**src/rtl/apx_mul_pkg.sv**
```systemverilog
package apx_mul_pkg;
  localparam int NIB      = 4;
  localparam int PW       = 2 * NIB;
  localparam int LOW_COLS = PW - 3;  // columns handled by plain OR

  // pp[i][j] = a[i] & b[j]; row i is pp[i]
  typedef logic [NIB-1:0][NIB-1:0] pp_t;

  // OR of every partial product that lands in column col
  function automatic logic col_any(input pp_t pp, input int col);
    logic r;
    r = 1'b0;
    for (int i = 0; i < NIB; i++) begin
      for (int j = 0; j < NIB; j++) begin
        if (i + j == col) r = r | pp[i][j];
      end
    end
    return r;
  endfunction

  // Exact shift-and-add of the partial-product rows
  function automatic logic [PW-1:0] sum_rows(input pp_t pp);
    logic [PW-1:0] acc;
    acc = '0;
    for (int i = 0; i < NIB; i++) begin
      acc = acc + (PW'(pp[i]) << i);
    end
    return acc;
  endfunction
endpackage

```
**src/rtl/apx_pp_gen.sv**
```systemverilog
module apx_pp_gen
  import apx_mul_pkg::*;
(
  input  logic [NIB-1:0] a_i,
  input  logic [NIB-1:0] b_i,
  output pp_t            pp_o
);
  for (genvar i = 0; i < NIB; i++) begin : g_row
    for (genvar j = 0; j < NIB; j++) begin : g_col
      assign pp_o[i][j] = a_i[i] & b_i[j];
    end
  end

  // a partial product can only be set when both operand bits are set
  always_comb begin
    p_pp_needs_bits_r1: assert ((pp_o == '0) || (a_i != '0 && b_i != '0))
      else $error("pp set with a zero operand");
  end
endmodule

```
**src/rtl/apx_mul4.sv**
```systemverilog
module apx_mul4
  import apx_mul_pkg::*;
#(
  parameter bit EXACT = 1'b0
) (
  input  logic [NIB-1:0] a_i,
  input  logic [NIB-1:0] b_i,
  output logic [PW-1:0]  y_o
);
  pp_t pp;

  apx_pp_gen u_pp (
    .a_i  (a_i),
    .b_i  (b_i),
    .pp_o (pp)
  );

  if (EXACT) begin : g_exact
    assign y_o = sum_rows(pp);

    // exact core matches the arithmetic product
    always_comb begin
      p_exact_product_r5: assert (y_o == PW'(a_i) * PW'(b_i))
        else $error("exact core mismatch");
    end
  end else begin : g_approx
    logic c5;   // column-5 half-adder carry
    logic hi6;  // the lone partial product of column 6

    for (genvar k = 0; k < LOW_COLS; k++) begin : g_low
      assign y_o[k] = col_any(pp, k);
    end

    assign c5     = pp[3][2] & pp[2][3];
    assign y_o[5] = pp[3][2] | pp[2][3];
    assign hi6    = pp[3][3];
    assign y_o[6] = hi6 ^ c5;
    assign y_o[7] = hi6 & c5;

    always_comb begin
      // a single-bit operand leaves every column with at most one term
      if ($countones(a_i) <= 1 || $countones(b_i) <= 1)
        p_single_bit_exact_r4: assert (y_o == PW'(a_i) * PW'(b_i))
          else $error("single-bit operand not exact");
      // the top bit needs the whole upper 2x2 corner of both operands
      if (y_o[7])
        p_top_bit_corner_r3: assert (a_i[3] && a_i[2] && b_i[3] && b_i[2])
          else $error("bit 7 without upper corner");
      // with the upper two bits of one operand clear, bits 5..7 stay clear
      if (a_i[3:2] == 2'b00)
        p_no_carry_up_r8: assert (y_o[7:5] == 3'b000)
          else $error("low-column carry leaked upward");
    end
  end
endmodule

```
**src/rtl/apx_mul8.sv**
```systemverilog
module apx_mul8
  import apx_mul_pkg::*;
#(
  parameter bit EXACT_ALL = 1'b0
) (
  input  logic [2*NIB-1:0] opa_i,
  input  logic [2*NIB-1:0] opb_i,
  output logic [4*NIB-1:0] prod_o
);
  localparam int OW   = 2 * NIB;
  localparam int RW   = 4 * NIB;
  localparam int NSUB = 4;

  // sub-product q: bit0 selects a nibble, bit1 selects b nibble (0 = low)
  logic [PW-1:0] sub_p [NSUB];
  logic [RW-1:0] sub_w [NSUB];

  for (genvar q = 0; q < NSUB; q++) begin : g_sub
    localparam int  AH    = q % 2;
    localparam int  BH    = q / 2;
    localparam bit  IS_EX = EXACT_ALL || (AH == 1 && BH == 1);
    localparam int  SH    = NIB * (AH + BH);

    apx_mul4 #(.EXACT(IS_EX)) u_core (
      .a_i (opa_i[AH*NIB +: NIB]),
      .b_i (opb_i[BH*NIB +: NIB]),
      .y_o (sub_p[q])
    );

    assign sub_w[q] = RW'(sub_p[q]) << SH;
  end

  assign prod_o = sub_w[0] + sub_w[1] + sub_w[2] + sub_w[3];

  always_comb begin
    // with both low nibbles clear only the exact high-by-high term remains
    if (opa_i[NIB-1:0] == '0 && opb_i[NIB-1:0] == '0)
      p_hh_exact_r6: assert (prod_o == (RW'(opa_i) * RW'(opb_i)))
        else $error("high-by-high term not exact");
    // all-exact build matches arithmetic everywhere
    if (EXACT_ALL)
      p_all_exact_r7: assert (prod_o == RW'(opa_i) * RW'(opb_i))
        else $error("exact build mismatch");
  end
endmodule

```
**config.mk**
```make
export PLATFORM = sky130hd
export DESIGN_NAME = apx_mul8
export DESIGN_NICKNAME = d
export VERILOG_FILES = /design/src/rtl/apx_mul_pkg.sv /design/src/rtl/apx_pp_gen.sv /design/src/rtl/apx_mul4.sv /design/src/rtl/apx_mul8.sv
export SDC_FILE = /design/constraint.sdc
export NUM_CORES = 1
export LEC_CHECK = 0
export BUFFER_PORTS_ARGS = -buffer_cell sky130_fd_sc_hd__buf_2
export CAP_MARGIN = 20
export CELL_PAD_IN_SITES_DETAIL_PLACEMENT = 1
export CELL_PAD_IN_SITES_GLOBAL_PLACEMENT = 2
export CORE_ASPECT_RATIO = 0.9
export CORE_MARGIN = 2
export CORE_UTILIZATION = 33
export DETAILED_ROUTE_END_ITERATION = 8
export PLACE_DENSITY = 0.94
export SLEW_MARGIN = 5
export SYNTH_ARGS = -nofsm -noshare
export SYNTH_HDL_FRONTEND = slang
export SYNTH_SLANG_ARGS = --single-unit
export TNS_END_PERCENT = 100
```
**constraint.sdc**
```tcl
create_clock -name vclk -period 4
set_clock_uncertainty 0.15 [all_clocks]
set_input_delay 0 -clock vclk [all_inputs]
set_output_delay 0 -clock vclk [all_outputs]
set_load 0.05 [all_outputs]
```
==> metrics.md <==
| Metric | Value |
|---|---|
| Status | complete, no violations |
| Fill cells | 500 |
| DIE AREA | 0.00463 sq mm |
| Type of the worst min-delay path | in -> out |
| Arrival @ worst endpoint | 3.71 ns |
| # IOs | 32 |
| Most frequent cells after synthesis | 30 x ha_1, 20 x inv_1, 13 x and2_1 |
| Critical Path End Type | output pin |
| WL per Instance | 13.8 um |
| First-pass GRT wire length | 6.00 mm |
| Period minus WS final | 3.86 ns |
| Iteration-0 DRC count of the detailed router | 60 |
| Max stage delay cell, worst path | or4_4 |
| Fraction of layout cells with a size suffix above 1 | 34.0% |
| Final Max Slew Viols | 0 |
| Mapped Area | 0.00135 sq mm |
| F_max | 0.259 GHz |
| Synth unique cells | 28 |
| Crit start category | primary input |
| Post-place setup slack | -0.0696 ns |
| DRC | 0 |
| Pwr dens | 453 mW/mm^2 |
| Top-area cell type share of the netlist area | 27.7% |
| FFs & Latches | 0 |
| Die Span X | 71.5 um |
| Port bufs | 32 |
| Cell Rows | 22 |
| Count leader, synth | ha_1 |
| Dominant cell type by area after synthesis | ha_1 |
| Xor/xnor share of the synthesized area | 9.06% |
| Multiplexer share of the synthesized area | 0% |
| Slew @ Worst Pin | 0.391 ns |
| Hold-critical path depth | 4 |
| Vias/cell | 5.36 |
| CTS Hold Bufs | 0 |
| Final std cells w/o fill | 251 |
| Detailed Route WL | 3.47 mm |
| Post-Synth Simple-Gate Area | 14.9% |
| Syn nets | 220 |
| Final core occ | 44.7% |
| Placer congestion estimate | 0.783 |
| Setup WS post-layout | 0.141 ns |
| Layout net count | 262 |
| Largest net degree at the start of global routing | 10 |
| FF+latch area | 0 sq um |
| Detailed Routing Iterations Pass 1 | 4 |
| Number of global-route vias before repair | 1368 |
| Die Span Y | 64.8 um |
| Register area share after synthesis | 0% |
| Largest family of logic cells by synthesized area | adder cells |
| Adder-Cell Fraction of Synth Area | 44.0% |
| Cell count after synthesis | 163 |
| Leak | 0.965 nW |
| Worst vdd ir | 245 uV |
| Rel. slew slack | 73.8% |
| Most frequent cell on the critical path | buf_6 |
| CP Cell Sequence | buf_6 > buf_4 > a222oi_1 > fa_1 > inv_2 > ha_1 > a21oi_2 > nor2b_1 > a31oi_1 > nor2b_2 > xnor2_1 > ha_2 > o21ai_2 > nor2_1 > or4_4 > o211ai_4 > xnor2_2 > buf_6 |
| Antenna violations before repair | 0 |
| Max-cap viol count | 0 |
| Hold Fails Final Rpt | 0 |
| Initial Utilization | 33.7% |
| Grt total ovfl | 0 |
| Hold EP | prod_o[3] |
| # clk buffers | 0 |
| Synth Area in Compound Gates | 24.3% |
| Tot GR Track Use | 15.4% |
| Synth warnings | 0 |
| Via Count | 1346 |
| Setup-failing EPs final | 0 |
| Required time worst endpoint | 3.85 ns |
| Core area | 0.00402 sq mm |
| Routed Antenna Nets | 0 |
| Area growth syn-to-layout | 32.7% |
| N_diodes | 0 |
| Hold Crit Start | opb_i[3] |
| Syn avg cell area | 8.31 sq um |
| Worst-path fanout max | 6 |
| Inst Count DP | 248 |
| CP max stage delay | 0.55 ns |
| Final period utilization | 96.5% |
| HPWL Detailed | 2.98 mm |
| Crit Path Class | in -> out |
| Top post-synthesis cells by area | ha_1 28%, fa_1 16%, xnor2_1 6.5% |
-- layout make-up --
| cell class | instances | area (sq um) | share of cell area [%] |
|---|---|---|---|
| Multi-Input combinational cell | 135 | 1340 | 74.4 |
| Timing Repair Buffer | 48 | 324 | 18.0 |
| Inverter | 20 | 75.1 | 4.18 |
| Tap cell | 48 | 60.1 | 3.34 |
-- placed cells by master (no fill, tap or decap), types with 3 or more instances in the layout --
cell / count
a21o_1: 4
a21oi_1: 6
a21oi_2: 3
a222oi_1: 6
a22o_1: 5
a22oi_1: 5
and2_1: 12
buf_2: 25
buf_4: 16
buf_6: 7
fa_1: 9
ha_1: 27
inv_1: 18
nand2_1: 10
nor2_1: 6
o21a_1: 3
xnor2_1: 8
xor2_1: 4
-- worst max-delay path by stage --
stage / slack, ns / from / cells past startpoint / to
finish: 0.14 / opb_i[2] / 18 / prod_o[15]
global route: -0.009 / opb_i[2] / 18 / prod_o[15]
CTS: 0.05 / opa_i[3] / 19 / prod_o[15]
detailed placement: -0.07 / opa_i[3] / 19 / prod_o[15]
global placement: 0.006 / opa_i[3] / 19 / prod_o[15]
floorplan: 0.03 / opa_i[3] / 17 / prod_o[14]
-- critical path: cells and delay by family --
kind	cells	cell delay [ns]
adder cells (fa/ha/maj)	3	1.06
buffers and inverters	4	0.51
XOR/XNOR	2	0.28
AND/OR/NAND/NOR	4	0.89
AO/OA/AOI/OAI	5	1.00
-- layer usage --
| layer | track usage [%] | routed length (um) | up-vias |
|---|---|---|---|
| met5 | 0 | 0 | - |
| met4 | 0 | 0 | 0 |
| met3 | 0.156 | 120 | 0 |
| met2 | 28.1 | 1790 | 27 |
| met1 | 21.7 | 1560 | 658 |
| li1 | - | - | 661 |
-- power breakdown --
part / internal [W] / switching, W / leakage (nW)
Clock: 0 / 0 / 0
Sequential: 0 / 0 / 0
Combinational: 0.000296 / 0.000518 / 0.965
-- metrics by stage --
step	power, W	area, sq um	TNS, ns	hold WS, ns
after global placement	0.000740	1660	0	0.330
final	0.000814	1800	0	0.291
after CTS	0.000757	1660	0	0.339
after detailed placement	0.000751	1660	-0.0696	0.339
after global routing	0.000878	1800	-0.0186	0.315
after floorplan	0.000587	1370	0	0.135
-- logic make-up (layout without fill, tap and decap cells) --
family          after synthesis  after routing
xor+xnor                     14             14
simple gates                 37             37
fa+ha+maj                    41             41
buf+inv                      28             68
compound gates               43             43
-- timing repair --
| item | in CTS | in global routing |
|---|---|---|
| setup buffers | 0 | 3 |
| gates resized for setup | 2 | 35 |
| pin swaps | 0 | 22 |
| setup endpoints to repair | 3 | 4 |
Power figures use the tool's default switching activity.
